--- config.mk ---
export PLATFORM = sky130hd
export DESIGN_NAME = smb_cmd_seq
export DESIGN_NICKNAME = d
export VERILOG_FILES = /design/src/rtl/smb_seq_pkg.sv /design/src/rtl/smb_seq_txbuf.sv /design/src/rtl/smb_seq_rxbuf.sv /design/src/rtl/smb_cmd_seq.sv
export SDC_FILE = /design/constraint.sdc
export NUM_CORES = 1
export LEC_CHECK = 0
export BUFFER_PORTS_ARGS = -buffer_cell sky130_fd_sc_hd__clkbuf_2
export CAP_MARGIN = 30
export CORE_UTILIZATION = 42
export CTS_CLUSTER_DIAMETER = 40
export DETAILED_ROUTE_END_ITERATION = 8
export GPL_TIMING_DRIVEN = 0
export PLACE_DENSITY = 0.61
export SKIP_CTS_REPAIR_TIMING = 1
export SYNTH_ARGS = -nofsm -noshare
export SYNTH_HDL_FRONTEND = slang
export SYNTH_HIERARCHICAL = 1
export SYNTH_SLANG_ARGS = --single-unit
--- constraint.sdc ---
create_clock -name clk -period 6.13 [get_ports clk]
set_input_delay 0.613 -clock clk [delete_from_list [all_inputs] [get_ports clk]]
set_output_delay 0.613 -clock clk [all_outputs]
set_load 0.03 [all_outputs]
--- src/rtl/smb_seq_pkg.sv ---
package smb_seq_pkg;

    typedef enum logic [3:0] {
        K_QUICK_WR = 4'd0,
        K_QUICK_RD = 4'd1,
        K_SEND     = 4'd2,
        K_RECV     = 4'd3,
        K_WR_BYTE  = 4'd4,
        K_RD_BYTE  = 4'd5,
        K_WR_WORD  = 4'd6,
        K_RD_WORD  = 4'd7,
        K_WR_BLK   = 4'd8,
        K_RD_BLK   = 4'd9
    } xfer_kind_e;

    typedef enum logic [2:0] {
        OP_START = 3'd0,
        OP_SEND  = 3'd1,
        OP_RECV  = 3'd2,
        OP_NACK  = 3'd3,
        OP_STOP  = 3'd4
    } seq_op_e;

    typedef enum logic [3:0] {
        S_IDLE,
        S_START1,
        S_CODE,
        S_COUNT,
        S_WDATA,
        S_START2,
        S_RLEN,
        S_RDATA,
        S_NACK,
        S_STOP
    } seq_state_e;

endpackage

--- src/rtl/smb_seq_txbuf.sv ---
module smb_seq_txbuf #(
    parameter int BLK_MAX = 32,
    localparam int IDX_W = $clog2(BLK_MAX + 1),
    localparam int BUF_W = BLK_MAX * 8
) (
    input  logic             clk,
    input  logic             rst_n,
    input  logic             load,
    input  logic [BUF_W-1:0] load_bytes,
    input  logic [IDX_W-1:0] sel,
    output logic [7:0]       byte_o
);

    logic [7:0] lane_q [BLK_MAX];

    for (genvar i = 0; i < BLK_MAX; i++) begin : g_lane
        always_ff @(posedge clk or negedge rst_n) begin
            if (!rst_n) begin
                lane_q[i] <= '0;
            end else if (load) begin
                lane_q[i] <= load_bytes[8*i +: 8];
            end
        end
    end

    always_comb begin
        byte_o = '0;
        for (int i = 0; i < BLK_MAX; i++) begin
            if (sel == IDX_W'(i)) begin
                byte_o = lane_q[i];
            end
        end
    end

endmodule

--- src/rtl/smb_seq_rxbuf.sv ---
module smb_seq_rxbuf #(
    parameter int BLK_MAX = 32,
    localparam int IDX_W = $clog2(BLK_MAX + 1),
    localparam int BUF_W = BLK_MAX * 8
) (
    input  logic             clk,
    input  logic             rst_n,
    input  logic             clr,
    input  logic             wr,
    input  logic [IDX_W-1:0] wr_idx,
    input  logic [7:0]       wr_byte,
    output logic [BUF_W-1:0] buf_o
);

    for (genvar i = 0; i < BLK_MAX; i++) begin : g_slot
        logic [7:0] slot_q;
        always_ff @(posedge clk or negedge rst_n) begin
            if (!rst_n) begin
                slot_q <= '0;
            end else if (clr) begin
                slot_q <= '0;
            end else if (wr && (wr_idx == IDX_W'(i))) begin
                slot_q <= wr_byte;
            end
        end
        assign buf_o[8*i +: 8] = slot_q;
    end

endmodule

--- src/rtl/smb_cmd_seq.sv ---
module smb_cmd_seq
    import smb_seq_pkg::*;
#(
    parameter int BLK_MAX = 32,
    localparam int IDX_W = $clog2(BLK_MAX + 1),
    localparam int BUF_W = BLK_MAX * 8
) (
    input  logic             clk,
    input  logic             rst_n,
    input  logic             req_valid,
    input  logic [3:0]       req_kind,
    input  logic [6:0]       req_addr,
    input  logic [7:0]       req_cmd,
    input  logic [15:0]      req_wdata,
    input  logic [7:0]       req_wlen,
    input  logic [BUF_W-1:0] req_wblk,
    output logic             req_ready,
    output logic             op_valid,
    output logic [2:0]       op_code,
    output logic [7:0]       op_byte,
    input  logic             op_ready,
    input  logic             op_ack,
    input  logic [7:0]       op_rdata,
    output logic             done,
    output logic             done_err,
    output logic [15:0]      rd_data,
    output logic [IDX_W-1:0] rd_len,
    output logic [BUF_W-1:0] rd_blk
);

    typedef struct packed {
        seq_state_e       st;
        xfer_kind_e       kind;
        logic [6:0]       addr;
        logic [7:0]       code;
        logic [IDX_W-1:0] tx_idx;
        logic [IDX_W-1:0] cnt;
        logic [IDX_W-1:0] rx_n;
        logic             err;
        logic             done;
    } seq_regs_t;

    seq_regs_t        q, d;
    xfer_kind_e       kind_in;
    seq_op_e          op_sel;
    logic             fire;
    logic             tx_load;
    logic             rx_clr;
    logic             rx_wr;
    logic             rd_first;
    logic [IDX_W-1:0] wlen_cap;
    logic [IDX_W-1:0] rlen_cap;
    logic [7:0]       tx_byte;
    logic [BUF_W-1:0] load_bytes;

    assign kind_in    = xfer_kind_e'(req_kind);
    assign fire       = op_valid && op_ready;
    assign rd_first   = (q.kind == K_QUICK_RD) || (q.kind == K_RECV);
    assign wlen_cap   = (req_wlen > 8'(BLK_MAX)) ? IDX_W'(BLK_MAX) : IDX_W'(req_wlen);
    assign rlen_cap   = (op_rdata > 8'(BLK_MAX)) ? '0 : IDX_W'(op_rdata);
    assign load_bytes = (kind_in == K_WR_BLK) ? req_wblk : BUF_W'(req_wdata);

    smb_seq_txbuf #(.BLK_MAX(BLK_MAX)) u_txbuf (
        .clk        (clk),
        .rst_n      (rst_n),
        .load       (tx_load),
        .load_bytes (load_bytes),
        .sel        (q.tx_idx),
        .byte_o     (tx_byte)
    );

    smb_seq_rxbuf #(.BLK_MAX(BLK_MAX)) u_rxbuf (
        .clk     (clk),
        .rst_n   (rst_n),
        .clr     (rx_clr),
        .wr      (rx_wr),
        .wr_idx  (q.rx_n),
        .wr_byte (op_rdata),
        .buf_o   (rd_blk)
    );

    // operation presented for the current state
    always_comb begin
        op_sel  = OP_STOP;
        op_byte = '0;
        case (q.st)
            S_START1: begin op_sel = OP_START; op_byte = {q.addr, rd_first}; end
            S_START2: begin op_sel = OP_START; op_byte = {q.addr, 1'b1};     end
            S_CODE:   begin op_sel = OP_SEND;  op_byte = q.code;             end
            S_COUNT:  begin op_sel = OP_SEND;  op_byte = 8'(q.cnt);          end
            S_WDATA:  begin op_sel = OP_SEND;  op_byte = tx_byte;            end
            S_RLEN,
            S_RDATA:  op_sel = OP_RECV;
            S_NACK:   op_sel = OP_NACK;
            default:  op_sel = OP_STOP;
        endcase
    end

    assign op_valid  = (q.st != S_IDLE);
    assign op_code   = op_sel;
    assign req_ready = (q.st == S_IDLE);

    // next-state computation
    always_comb begin
        d       = q;
        d.done  = 1'b0;
        tx_load = 1'b0;
        rx_clr  = 1'b0;
        rx_wr   = 1'b0;
        case (q.st)
            S_IDLE: begin
                if (req_valid) begin
                    d.st     = S_START1;
                    d.kind   = kind_in;
                    d.addr   = req_addr;
                    d.code   = req_cmd;
                    d.tx_idx = '0;
                    d.rx_n   = '0;
                    d.err    = 1'b0;
                    tx_load  = 1'b1;
                    rx_clr   = 1'b1;
                    case (kind_in)
                        K_RECV, K_WR_BYTE, K_RD_BYTE: d.cnt = IDX_W'(1);
                        K_WR_WORD, K_RD_WORD:         d.cnt = IDX_W'(2);
                        K_WR_BLK:                     d.cnt = wlen_cap;
                        default:                      d.cnt = '0;
                    endcase
                end
            end
            S_START1: begin
                if (fire) begin
                    if (!op_ack) begin
                        d.err = 1'b1;
                        d.st  = S_STOP;
                    end else begin
                        case (q.kind)
                            K_RECV:                       d.st = S_RDATA;
                            K_SEND, K_WR_BYTE, K_RD_BYTE,
                            K_WR_WORD, K_RD_WORD,
                            K_WR_BLK, K_RD_BLK:           d.st = S_CODE;
                            default:                      d.st = S_STOP;
                        endcase
                    end
                end
            end
            S_CODE: begin
                if (fire) begin
                    if (!op_ack) begin
                        d.err = 1'b1;
                        d.st  = S_STOP;
                    end else begin
                        case (q.kind)
                            K_WR_BYTE, K_WR_WORD:          d.st = S_WDATA;
                            K_WR_BLK:                      d.st = S_COUNT;
                            K_RD_BYTE, K_RD_WORD, K_RD_BLK: d.st = S_START2;
                            default:                       d.st = S_STOP;
                        endcase
                    end
                end
            end
            S_COUNT: begin
                if (fire) begin
                    if (!op_ack) begin
                        d.err = 1'b1;
                        d.st  = S_STOP;
                    end else begin
                        d.st = (q.cnt == '0) ? S_STOP : S_WDATA;
                    end
                end
            end
            S_WDATA: begin
                if (fire) begin
                    if (!op_ack) begin
                        d.err = 1'b1;
                        d.st  = S_STOP;
                    end else begin
                        d.tx_idx = q.tx_idx + 1'b1;
                        if (q.tx_idx + 1'b1 == q.cnt) begin
                            d.st = S_STOP;
                        end
                    end
                end
            end
            S_START2: begin
                if (fire) begin
                    if (!op_ack) begin
                        d.err = 1'b1;
                        d.st  = S_STOP;
                    end else begin
                        d.st = (q.kind == K_RD_BLK) ? S_RLEN : S_RDATA;
                    end
                end
            end
            S_RLEN: begin
                if (fire) begin
                    d.cnt = rlen_cap;
                    d.st  = (rlen_cap == '0) ? S_NACK : S_RDATA;
                end
            end
            S_RDATA: begin
                if (fire) begin
                    rx_wr  = 1'b1;
                    d.rx_n = q.rx_n + 1'b1;
                    if (q.rx_n + 1'b1 == q.cnt) begin
                        d.st = S_NACK;
                    end
                end
            end
            S_NACK: begin
                if (fire) begin
                    d.st = S_STOP;
                end
            end
            S_STOP: begin
                if (fire) begin
                    d.st   = S_IDLE;
                    d.done = 1'b1;
                end
            end
            default: d.st = S_IDLE;
        endcase
    end

    always_ff @(posedge clk or negedge rst_n) begin
        if (!rst_n) begin
            q <= '0;
        end else begin
            q <= d;
        end
    end

    assign done     = q.done;
    assign done_err = q.err;
    assign rd_len   = q.rx_n;
    assign rd_data  = rd_blk[15:0];

endmodule

* Yosys cells after proc, flatten, opt, wreduce, memory -nomap -nowiden
Memory sizes are Yosys's and may differ from the RTL's.
Cells that the tools add are included.
** Word-level totals
- Flip-flop bits (word level) :: 555
- Bits in read-only memories :: 64
- Bits of input ports :: 312
- Output and inout bits :: 293
- Memories :: 1
** Memory list
- (no name shown) :: words 16, width 4, read ports 1, clocked after memory_dff 0, wr ports 0, line smb_cmd_seq.sv:136 : case (q.kind)
** Cells by class
- Add/subtract/negate cells :: 2
- Order comparisons :: 2
- Eq/ne operators :: 102
- Multiplexer cells :: 139
- Reductions and logical operators :: 90
** Operators by type and width (number)
- 8-bit two-way mux :: 96
- 256-bit two-way mux :: 1
- 6-bit by 5-bit equality test with 1-bit output (second input constant) :: 32
- 6-bit by 4-bit equality test with 1-bit output (second input constant) :: 16
- 4-bit two-way mux :: 18
- 2-bit nonzero test :: 36
- 4-bit by 3-bit equality test with 1-bit output (second input constant) :: 12
- 6-bit by 3-bit equality test with 1-bit output (second input constant) :: 8
- 42-bit two-way mux :: 1
- 4-bit one-hot mux with 10 select lines :: 1
- 8-bit one-hot mux with 5 select lines :: 1
- 6-bit two-way mux :: 6
- 6-bit one-hot mux with 2 select lines :: 3
- 1-bit logical AND :: 33
- 2-bit inequality test (second input constant) :: 13
- 6-bit by 2-bit equality test with 1-bit output (second input constant) :: 4
- 6-bit zero test :: 4
- 4-bit equality test (second input constant) :: 5
- 6-bit one-hot mux with 3 select lines :: 1
- 4-bit by 2-bit equality test with 1-bit output (second input constant) :: 4
- 8-bit by 6-bit greater-than comparator with 1-bit output (second input constant) :: 2
- 6-bit by 1-bit adder with 6-bit output (second input constant) :: 2
- 6-bit by 1-bit equality test with 1-bit output (second input constant) :: 2
- 6-bit equality test :: 2
- other kinds (17) :: 32

* Depth between registers and ports, before layout
Gate-level depths: netlist of run 1.
- Depth after elaboration :: 34
- Mapped depth :: 12

* Hierarchy
The synthesis of run 1 kept the hierarchy.
** Modules (own cells, without submodules)
- smb_seq_txbuf :: times used 1, cells an instance 1021, area each 12583.3 sq um, sequential area each 6406.1 sq um
- smb_seq_rxbuf :: times used 1, cells an instance 893, area each 11405.9 sq um, sequential area each 6406.1 sq um
- smb_cmd_seq :: times used 1, cells an instance 622, area each 4752.1 sq um, sequential area each 1076.0 sq um

* Least setup slack after synthesis of run 1
OpenSTA, ideal clock, no wires.
- Kind :: register -> register
- Start point :: register q[41] in the netlist's numbering
- End point :: register u_txbuf/lane_q[170] in the netlist's numbering
- Data arrival time :: 3015 ps
- Data required time :: 6005 ps
- Setup slack :: 2990 ps
- Cell stages (with the launch flop) :: 11
- Buffers on the path :: 4
- Period minus slack after synthesis :: 3140 ps
- Cells stage by stage :: dfrtp_1 > nor3_2 > nand2b_1 > inv_1 > nand2_1 > inv_2 > buf_2 > clkbuf_1 > clkbuf_1 > buf_1 > mux2_2
** On the way
- Longest elaborated chain between the ends :: 2
** RTL lines
- start, declared :: line smb_cmd_seq.sv:43 : seq_regs_t q, d;
- start signal, assigned :: line smb_cmd_seq.sv:226 : q <= '0;
- start signal, assigned :: line smb_cmd_seq.sv:228 : q <= d;
- 4-bit zero test
- named net req_ready :: line smb_cmd_seq.sv:17 : output logic req_ready,
- 1-bit two-way mux :: line smb_cmd_seq.sv:110 : case (q.st)
- named net rx_clr :: line smb_cmd_seq.sv:48 : logic rx_clr;
- end signal, assigned by index :: line smb_seq_txbuf.sv:21 : lane_q[i] <= load_bytes[8*i +: 8];
- end, declared :: line smb_seq_txbuf.sv:14 : logic [7:0] lane_q [BLK_MAX];
The timed path passes the listed nets, and every way through them passes these cells.
A chain may end at the register's enable or synchronous reset.

* Worst setup path in the final report of run 1
- Start point :: register q[15] in the netlist's numbering
- End point :: output op_byte[3]
** On the way
- Longest elaborated chain between the ends :: 34
- Elaborated cells on any way between the ends :: 65
- Classes of those cells :: 31 x eq/ne; 33 x mux; 1 x reduce/logical
** RTL lines
- 6-bit zero test :: line smb_seq_txbuf.sv:29 : if (sel == IDX_W'(i)) begin
- 8-bit two-way mux (31 in series) :: line smb_seq_txbuf.sv:29
- 8-bit two-way mux (*) :: line smb_seq_txbuf.sv:29
- named net tx_byte[3] :: line smb_cmd_seq.sv:53 : logic [7:0] tx_byte;
- 8-bit one-hot mux with 5 select lines (*) :: line smb_cmd_seq.sv:86 : case (q.st)
- end, declared :: line smb_cmd_seq.sv:20 : output logic [7:0] op_byte,
Mark *: on every way through the listed nets, which the timed path passes. The rest lies on a longest branch.

==> results_dict.tcl, run 1 <==
set metrics [dict create \
    ys_types 84 \
    pwr-share-clk 0.428 \
    peakVddDrop_uv 214.1 \
    syn_to_final_growth_pct 26.80 \
    yosysSeqAreaShare 0.4832 \
    cp_max_fo 10 \
    cts_tree "built" \
    portBuffers 604 \
    power_density_mw_per_mm2 359.7 \
    worst_slew_pin_slew_ns 1.059 \
    cp.buffers_inverters 4 \
    clockBufferDepth 3 \
    nets 3559 \
    die_w_um 263.6 \
    grt_max_degree 118 \
    initialDrtViolationCount 2190 \
    synth-seq-cells 555 \
    grt_overflow_total 0 \
    crit_path_end_kind "output pin" \
    vias 23270 \
    clkSlewWorstSetupHoldPaths_ns 0.05 \
    yosys-top-cells-count "555 x dfrtp_1, 284 x mux2i_1, 281 x mux2_2" \
    clock_skew_ns 0.02919 \
    p_total_mw 13.11 \
    root_buffer "clkbuf_16" \
    finalCritPeriodShare 0.8717 \
    wl_per_cell_um 26.22 \
    synthCells 2536 \
    worst-setup-path-type "reg -> out" \
    report.final.slew_viol_count 0 \
    holdWs_ns -0.02090 \
    drc_errors 0 \
    finalSetupViolCount 0 \
    max-cap-violations 0 \
    die-area_mm2 0.06948 \
    status "finished, violations left" \
    synth_edf_count 0 \
    synth_fp_nets 2850 \
    drive_above_1_share 0.3707 \
    ys_top_cells_by_area "dfrtp_1 48%, mux2_2 11%, mux2i_1 9.9%" \
    synth_top_cell_by_area "dfrtp_1" \
    seqPwrFrac 0.340 \
    antenna_found_initial 6 \
    grt_pass1_wl_um 162000 \
    max_freq_mhz 187.1 \
    path_cells "buf_6, buf_2, buf_1, mux4_2, mux2i_1, o22ai_1, a31oi_1, o21bai_1, a22oi_1, o21ai_0, clkbuf_2" \
    p_sw_frac 0.3167 \
    via_per_inst 5.540 \
    internal_power_mw 8.956 \
    max-slew-margin-rel 0.2942 \
    dp_slack_ns 1.517 \
    dr.pass1.iters 5 \
    netlist_area_mm2 0.02874 \
    worstPathRequired_ns 5.52 \
    synth_most_common_cell "dfrtp_1" \
    postSynth.asyncResetShare 1.000 \
    routed_wirelength_um 110100 \
    min_period_ns 5.344 \
    worstPathArrival_ns 4.73 \
    core_area_mm2 0.06740 \
    clk_latency_ns 0.65 \
    rows 95 \
    die_h_um 263.6 \
    worst_r2r_startpoint "q[41]$_DFFE_PN0P_" \
    cpPeakStageDelay_ns 0.85 \
    avgSynthCellArea_um2 11.33 \
    grt_usage 0.3155 \
    power.net_switching_mw 4.152 \
    reg2reg_depth 10 \
    timing.rr.end "u_txbuf/lane_q[53]$_DFFE_PN0P_" \
    synth_warnings 6 \
    dp.final_hpwl_um 84100 \
    pin_count 605 \
    grt_pass1_vias 24000 \
    crit_path_start_kind "flop" \
    p_comb_frac 0.232 \
    gp_congestion 0.9583 \
    start_util 0.4265 \
    violations "negative hold slack" \
    numCtsBuffers 97 \
    yosys.area.top_type_share 0.4832 \
    ant_nets 0 \
    r2r_slack_ns 1.80 \
    p_leak_nw 19.11 \
    hp-class "in -> async" \
    crit_path_top_delay_cell "buf_1" \
    rsz0062_at_grt "false" \
    synth_flop_cell "dfrtp_1" \
    h-tree-depth 3 \
    cp_top_family "buffers and inverters" \
    worst_slack_ns 0.7862 \
    finalHoldViolations 10 \
    clock_sinks 555 \
]
==> per-stage QoR <==
step | utilization | hold WS, ns | TNS, ns | cell area (um2) | cells
floorplan | - | 0.3174 | 0 | 28740 | 2536
global placement | 0.4875 | 0.4687 | -4524.37 | 32860 | 4013
detailed placement | 0.4898 | 0.4725 | 0 | 33010 | 4019
CTS | 0.5407 | -0.03096 | 0 | 36440 | 4199
global route | 0.5407 | 0.0006363 | 0 | 36440 | 4199
finish | 0.5408 | -0.02090 | 0 | 36450 | 4200
==> layout make-up <==
class,instances,area (um2)
clock inverter,62,783.3
fill,5947,30950
buffer,214,1036
clock buffer,118,2649
inverter,25,93.84
multi-input combinational,1742,13720
tap,873,1092
timing repair buffer,610,3177
sequential,555,13890
antenna,1,2.502
==> cells by family after synthesis <==
family	after synthesis	synth area share
muxes	596	0.2274
AOI/OAI and AO/OA	301	0.06722
DFF	555	0.4832
buffers and inverters	239	0.03931
and+or+nand+nor	822	0.1756
xor gates and xnor gates	21	0.006399
adders and majority gates	2	0.0008705
==> cells in the final DEF (no fill, tap or decap), drive strengths merged, types with 6 or more instances in the layout <==
master	n
clkinvlp	12
nor2	57
mux2	297
and2	246
clkbuf	837
a22oi	22
dfrtp	555
and3	16
o211ai	11
o22ai	16
nand4	13
nand2	99
nor3	16
nor4b	9
a211oi	11
mux4	15
o221ai	8
a21oi	52
bufinv	12
mux2i	284
nor2b	23
xnor2	13
inv	36
a32oi	6
a31oi	11
nand2b	274
o21ai	104
nand3	27
o31ai	9
a22o	6
xor2	8
clkinv	27
buf	105
==> power by group through the flow <==
stage | Combinational [mW] | Clock (mW) | Sequential, mW
detailed placement | 3.02 | 0 | 4.51
CTS | 3.03 | 5.70 | 4.45
floorplan | 1.96 | 0 | 4.35
finish | 3.04 | 5.61 | 4.45
global placement | 2.96 | 0 | 4.50
global route | 3.21 | 5.88 | 4.50
==> worst max-delay path by stage <==
stage	startpoint	to	slack, ns	cells past startpoint
floorplan	q[41]$_DFFE_PN0P_	u_txbuf/lane_q[170]$_DFFE_PN0P_	2.99	10
global placement	rst_n	q[28]$_DFFE_PN0P_	-8.26	1
detailed placement	q[14]$_DFFE_PN0P_	op_byte[2]	1.52	11
CTS	q[14]$_DFFE_PN0P_	op_byte[2]	0.84	11
global route	q[14]$_DFFE_PN0P_	op_byte[2]	0.77	11
finish	q[15]$_DFFE_PN0P_	op_byte[3]	0.79	11
==> registers in the layout, summed over array words and instances (netlist names) <==
register / count
u_txbuf/lane_q: 256
rd_len: 6
u_rxbuf/g_slot.slot_q: 256
done_err: 1
q: 35
done: 1
==> per-layer routing <==
metal / GRT usage / vias up / share of wire
li1: - / 10300 / -
met1: 0.4152 / 11720 / 0.42
met2: 0.5159 / 1032 / 0.47
met3: 0.06510 / 213 / 0.070
met4: 0.1080 / 6 / 0.034
met5: 0 / - / 0.00032
No activity file was read; power rests on OpenSTA's default activity.
==> run 2, diff against run 1 <==
--- a/config.mk
+++ b/config.mk
@@ -10,9 +10,9 @@
 export CORE_UTILIZATION = 42
 export CTS_CLUSTER_DIAMETER = 40
 export DETAILED_ROUTE_END_ITERATION = 8
-export GPL_TIMING_DRIVEN = 0
-export PLACE_DENSITY = 0.61
+export PLACE_DENSITY = 0.64
 export SKIP_CTS_REPAIR_TIMING = 1
+export SLEW_MARGIN = 40
 export SYNTH_ARGS = -nofsm -noshare
 export SYNTH_HDL_FRONTEND = slang
 export SYNTH_HIERARCHICAL = 1
==> run 2 against run 1 <==
The flow now finishes without violations. Wire length is 10% lower. Clock-buffer cell count is 8 lower. Maximum frequency is 7.9% higher. Design area is 1.8% lower. Core utilization is 0.96 points lower. Register-to-register slack better by 0.46 ns. Final cell count is 4.4% lower. Clock power is 2% lower. First-iteration DRC count is 21% lower. Die area stayed put. Highest routed layer unchanged.
==> results_dict.tcl, run 2 (synthesis gave the netlist of run 1 again) <==
set metrics [dict create \
    start_util 0.4265 \
    final_cell_mix "603 x clkbuf_2, 551 x dfrtp_1, 284 x mux2i_1" \
    dp.final_hpwl_um 71790 \
    grt_usage 0.2820 \
    drc_errors 0 \
    grt_pass1_vias 22720 \
    core_area_mm2 0.06740 \
    die_h_um 263.6 \
    fillCellCount 5939 \
    initialDrtViolationCount 1736 \
    max-cap-violations 0 \
    final_common_cell "clkbuf_2" \
    fin_tns_setup_ns 0 \
    worst_slew_pin_slew_ns 0.8944 \
    die_w_um 263.6 \
    hp-class "in -> reg" \
    via_per_inst 5.503 \
    portBuffers 604 \
    grt_max_degree 257 \
    drive_above_1_share 0.3751 \
    rows 95 \
    peakVddDrop_uv 214.8 \
    clk_latency_ns 0.66 \
    grt_pass1_wl_um 148500 \
    worstPathArrival_ns 4.34 \
    max-slew-margin-rel 0.4037 \
    final_core_util 0.5311 \
    wl_per_cell_um 24.66 \
    die-area_mm2 0.06948 \
    cts_tree "built" \
    vias 22100 \
    report.final.slew_viol_count 0 \
    nets 3376 \
    antenna_found_initial 3 \
    power_density_mw_per_mm2 357.6 \
    clkSlewWorstSetupHoldPaths_ns 0.05 \
    crit_path_start_kind "flop" \
    grt_overflow_total 0 \
    pin_count 605 \
    root_buffer "clkbuf_16" \
    worstPathRequired_ns 5.52 \
    finalHoldViolations 0 \
    finalSetupViolCount 0 \
    multiInputGateArea_mm2 0.01375 \
    status "complete, no violations" \
    max_freq_mhz 201.9 \
    rsz0062_at_grt "false" \
    clockBufferDepth 3 \
    min_period_ns 4.954 \
    clock_sinks 555 \
    seqCellArea_mm2 0.01390 \
    p_total_mw 12.80 \
    ant_nets 0 \
    h-tree-depth 3 \
    finalCritPeriodShare 0.8081 \
    syn_to_final_growth_pct 24.55 \
    numCtsBuffers 96 \
    crit_path_end_kind "output pin" \
    hold_path_depth 2 \
    reg2reg_depth 9 \
    routed_wirelength_um 99080 \
    cp_max_fo 51 \
    dr.pass1.iters 6 \
    worst-setup-path-type "reg -> out" \
    gp_congestion 0.9291 \
    top_regs "u_rxbuf/g_slot.slot_q: 256 flops, u_txbuf/lane_q: 256 flops, q: 35 flops" \
    p_leak_nw 18.65 \
    clock_skew_ns 0.02838 \
]
-- run 2: report_power, final --
group          leakage [nW]  total [mW]  switching, mW  internal [mW]
Sequential             7.64        4.53          0.436           4.10
Combinational          9.38        2.75           1.55           1.20
Clock                  1.63        5.51           2.05           3.47
-- run 2: stage by stage --
stage / hold WS [ns] / setup WS, ns / area, um2 / cells
after floorplan: 0.3174 / 2.990 / 28740 / 2536
after global placement: 0.4718 / 1.939 / 32170 / 3828
after detailed placement: 0.4795 / 1.898 / 32210 / 3830
after CTS: -0.1474 / 1.224 / 35620 / 4009
after global routing: 0.1819 / 0.9577 / 35790 / 4016
final: 0.1821 / 1.176 / 35800 / 4017
-- run 2: area by class of cell --
type                       instances  share of cell area
tap                              873             0.03051
multi-input combinational       1742              0.3841
inverter                          25            0.002831
sequential                       555              0.3883
antenna                            1          0.00006991
clock buffer                     110             0.07081
timing repair buffer             642             0.09871
clock inverter                    69             0.02461
-- run 2: path summary, 6_finish.rpt --
check	to	slack, ns	start
setup / recovery	op_byte[5]	1.18	q[15]$_DFFE_PN0P_
setup reg to reg	u_txbuf/lane_q[180]$_DFFE_PN0P_	2.26	q[40]$_DFFE_PN0P_
max in group asynchronous	u_txbuf/lane_q[182]$_DFFE_PN0P_	4.30	rst_n
hold reg to reg	done_err$_DFFE_PN0P_	0.49	done_err$_DFFE_PN0P_
min in group asynchronous	u_rxbuf/g_slot[25].slot_q[2]$_DFFE_PN0P_	0.46	rst_n
hold / removal	q[27]$_DFFE_PN0P_	0.18	req_cmd[7]
-- run 2: worst max-delay path, cell delays in order, from the launching register on --
cell	delay, ns
dfrtp_4	0.82
clkinv_1	0.73
nor3_1	0.67
o21ai_0	0.18
a31oi_1	0.27
a311oi_1	0.14
o21ai_1	0.33
a22oi_1	0.14
o21ai_0	0.13
clkbuf_2	0.26
-- run 2: per-layer routing --
metal  global-route usage  share of wire
met3              0.05126          0.058
met1               0.3682           0.42
met2               0.4679           0.49
met5                    0        0.00027
met4               0.1010          0.034
==> run 3, diff against run 2 <==
--- a/config.mk
+++ b/config.mk
@@ -5,12 +5,13 @@
 export SDC_FILE = /design/constraint.sdc
 export NUM_CORES = 1
 export LEC_CHECK = 0
+export ABC_AREA = 1
 export BUFFER_PORTS_ARGS = -buffer_cell sky130_fd_sc_hd__clkbuf_2
 export CAP_MARGIN = 30
 export CORE_UTILIZATION = 42
 export CTS_CLUSTER_DIAMETER = 40
 export DETAILED_ROUTE_END_ITERATION = 8
-export PLACE_DENSITY = 0.64
+export PLACE_DENSITY = 0.67
 export SKIP_CTS_REPAIR_TIMING = 1
 export SLEW_MARGIN = 40
 export SYNTH_ARGS = -nofsm -noshare
==> constraint.sdc (replaced) <==
create_clock -name clk -period 4.55 [get_ports clk]
set_input_delay 0.455 -clock clk [delete_from_list [all_inputs] [get_ports clk]]
set_output_delay 0.455 -clock clk [all_outputs]
set_load 0.03 [all_outputs]
==> run 3 against run 2 <==
Register-to-register slack worse by 0.85 ns. First-iteration DRC count up 59%. Design area down 3.1%. Die area down 4.9%. Critical path depth up 15. Clock-buffer cell count down 3. Flip-flop and latch count unchanged. Clock skew up 0.0049 ns. Clock power up 35%. Non-clock buffer count up 19. Hold slack worse by 0.18 ns. Combinational power up 31%. Critical endpoint is now op_byte[4].
==> results_dict.tcl, run 3 <==
set metrics [dict create \
    status "complete, no violations" \
    synth_edf_count 0 \
    fin_area_mm2 0.03467 \
    netlist_area_mm2 0.02732 \
    peakVddDrop_uv 390.6 \
    numCtsBuffers 91 \
    crit_path_start_kind "flop" \
    path_cells "inv_2, nor2_4, nand2_2, nor2_4, buf_4, a21oi_1, nand4_1, nand2_1, nand4_1, nand2_1, nand4_1, nor2_1, nand4_1, nand2_1, nand4_1, nand2_1, nand4_1, nand2_1, nand4_1, nand2_1, nand2_1, nand2_1, o2111ai_1, buf_2" \
    top_regs "u_rxbuf/g_slot.slot_q: 256 flops, u_txbuf/lane_q: 256 flops, q: 35 flops" \
    holdWs_ns 0.0005923 \
    die_h_um 257.1 \
    r2r_slack_ns 1.41 \
    yosys.area.top_type_share 0.5083 \
    rows 93 \
    dr.pass1.iters 8 \
    start_util 0.4246 \
    avgSynthCellArea_um2 7.977 \
    holdCritStartpoint "req_cmd[6]" \
    reg2reg_depth 10 \
    routed_wirelength_um 98870 \
    syn_to_final_growth_pct 26.91 \
    report.final.slew_viol_count 0 \
    min_period_ns 4.342 \
    synth-seq-cells 555 \
    worst_slew_pin_slew_ns 0.8705 \
    synth_fp_nets 3739 \
    root_buffer "clkbuf_16" \
    crit_path_end_kind "output pin" \
    initialDrtViolationCount 2762 \
    die_w_um 257.1 \
    final_common_cell "nand2_1" \
    p_leak_nw 19.51 \
    cpPeakStageDelay_ns 0.54 \
    hp-class "in -> reg" \
    vias 25510 \
    finalCritPeriodShare 0.9544 \
    ys_top_cells_by_area "dfrtp_1 51%, nand2_1 14%, mux2_2 7.3%" \
    cp.buffers_inverters 3 \
    crit_top_cell "nand2_1" \
    final_cell_mix "1,047 x nand2_1, 603 x clkbuf_2, 550 x dfrtp_1" \
    synth_warnings 6 \
    clock_skew_ns 0.03328 \
    antenna_found_initial 6 \
    crit_path_top_delay_cell "dfrtp_4" \
    gp_congestion 0.9222 \
    placed_area_mm2 0.03110 \
    yosysSeqAreaShare 0.5083 \
    ant_nets 0 \
    clk_latency_ns 0.64 \
    synth_flop_cell "dfrtp_1" \
    synthCells 3425 \
    postSynth.asyncResetShare 1.000 \
    finalSetupViolCount 0 \
    clockBufferDepth 3 \
    grt_usage 0.2937 \
    dp.final_hpwl_um 72070 \
    clkSlewWorstSetupHoldPaths_ns 0.06 \
    h-tree-depth 3 \
    cp_max_fo 7 \
    fin_tns_setup_ns 0 \
    finalHoldViolations 0 \
    grt_max_degree 158 \
    die-area_mm2 0.06607 \
    cts_tree "built" \
    worstPathArrival_ns 3.89 \
    cp_top_family "simple AND/OR/NAND/NOR gates" \
    grt_overflow_total 0 \
    hold_path_depth 3 \
    wl_per_cell_um 19.97 \
    pin_count 605 \
    max_freq_mhz 230.3 \
    whs_endpoint "q[26]$_DFFE_PN0P_" \
    worst-setup-path-type "reg -> out" \
    portBuffers 604 \
    drc_errors 0 \
    synth_most_common_cell "nand2_1" \
    timing.rr.end "u_rxbuf/g_slot[26].slot_q[2]$_DFFE_PN0P_" \
    rsz0062_at_grt "true" \
    ys_types 40 \
    core_area_mm2 0.06435 \
    power_density_mw_per_mm2 488.3 \
    grt_pass1_wl_um 148700 \
    max-cap-violations 0 \
    max-slew-margin-rel 0.4190 \
    grt_pass1_vias 24640 \
    via_per_inst 5.151 \
    yosys-top-cells-count "1,048 x nand2_1, 555 x dfrtp_1, 420 x inv_1" \
    nets 4327 \
    drive_above_1_share 0.2725 \
    worstPathRequired_ns 4.09 \
    clock_sinks 555 \
    worst_r2r_startpoint "q[39]$_DFFE_PN0P_" \
    synth_top_cell_by_area "dfrtp_1" \
]
-- run 3: changes by cell type after synthesis, sizes merged, moves of 23 or more --
cell / previous run / this run
and2: 246 / 0
clkbuf: 115 / 82
inv: 23 / 463
mux2: 297 / 178
mux2i: 284 / 0
nand2: 99 / 1075
nand2b: 274 / 0
nand3: 27 / 330
nand4: 13 / 60
nor2: 57 / 375
nor2b: 23 / 0
-- run 3: cells by family after synthesis --
kind of cell | after synthesis | synth area share
buffers and inverters | 631 | 0.09324
adder cells (fa/ha/maj) | 2 | 0.0009158
multiplexers | 178 | 0.07336
flip-flops | 555 | 0.5083
XOR/XNOR | 4 | 0.001283
AO/OA/AOI/OAI | 197 | 0.03838
AND/OR/NAND/NOR | 1858 | 0.2845
-- run 3: how the worst max path moves through the flow --
stage	cells after the start	startpoint	to	slack (ns)
CTS	19	q[18]$_DFFE_PN0P_	op_byte[2]	-0.38
global placement	23	q[18]$_DFFE_PN0P_	op_byte[3]	0.38
global route	24	q[14]$_DFFE_PN0P_	op_byte[4]	-0.02
detailed placement	19	q[18]$_DFFE_PN0P_	op_byte[2]	0.33
floorplan	22	q[18]$_DFFE_PN0P_	op_byte[5]	1.68
finish	24	q[14]$_DFFE_PN0P_	op_byte[4]	0.21
-- run 3: worst reg2reg max path, stage by stage, from the launching register on --
cell and delay [ns]:
dfrtp_1 0.55, inv_2 0.08, nand2_4 0.12, nor2_8 0.06, nand2_2 0.12, inv_8 0.14
inv_6 0.43, buf_4 0.65, buf_4 0.64, nand3_1 0.17, nand2_1 0.10
-- run 3: layer usage --
layer  part of all wire  vias up  track usage
li1                   -    11880            -
met2               0.45     1151       0.4478
met3              0.088      237      0.07063
met5                  0        -            0
met4              0.047        0       0.1387
met1               0.41    12240       0.3931
-- run 3: power breakdown --
group | leakage [nW] | switching [mW] | internal, mW
Sequential | 7.64 | 0.434 | 5.46
Combinational | 10.3 | 2.45 | 1.15
Clock | 1.59 | 2.77 | 4.66
-- run 3: layout make-up --
| type | count | area, um2 |
|---|---|---|
| flip-flops and latches | 555 | 13900 |
| multi-input cells | 2241 | 10960 |
| clock buffers | 107 | 2469 |
| diodes | 6 | 15.01 |
| clock inverters | 64 | 877.1 |
| well taps | 855 | 1070 |
| fillers | 5982 | 29670 |
| repair buffers | 661 | 3623 |
| inverters | 463 | 1763 |
-- run 3: stage by stage --
| stage | worst slack, ns | total power, mW | std cells | utilization |
|---|---|---|---|---|
| global placement | 0.3782 | 9.462 | 4756 | 0.4827 |
| detailed placement | 0.3281 | 9.480 | 4758 | 0.4834 |
| global route | -0.01581 | 17.57 | 4952 | 0.5389 |
| finish | 0.2075 | 16.93 | 4952 | 0.5389 |
| floorplan | 1.685 | 8.160 | 3425 | - |
| CTS | -0.3843 | 16.94 | 4929 | 0.5354 |
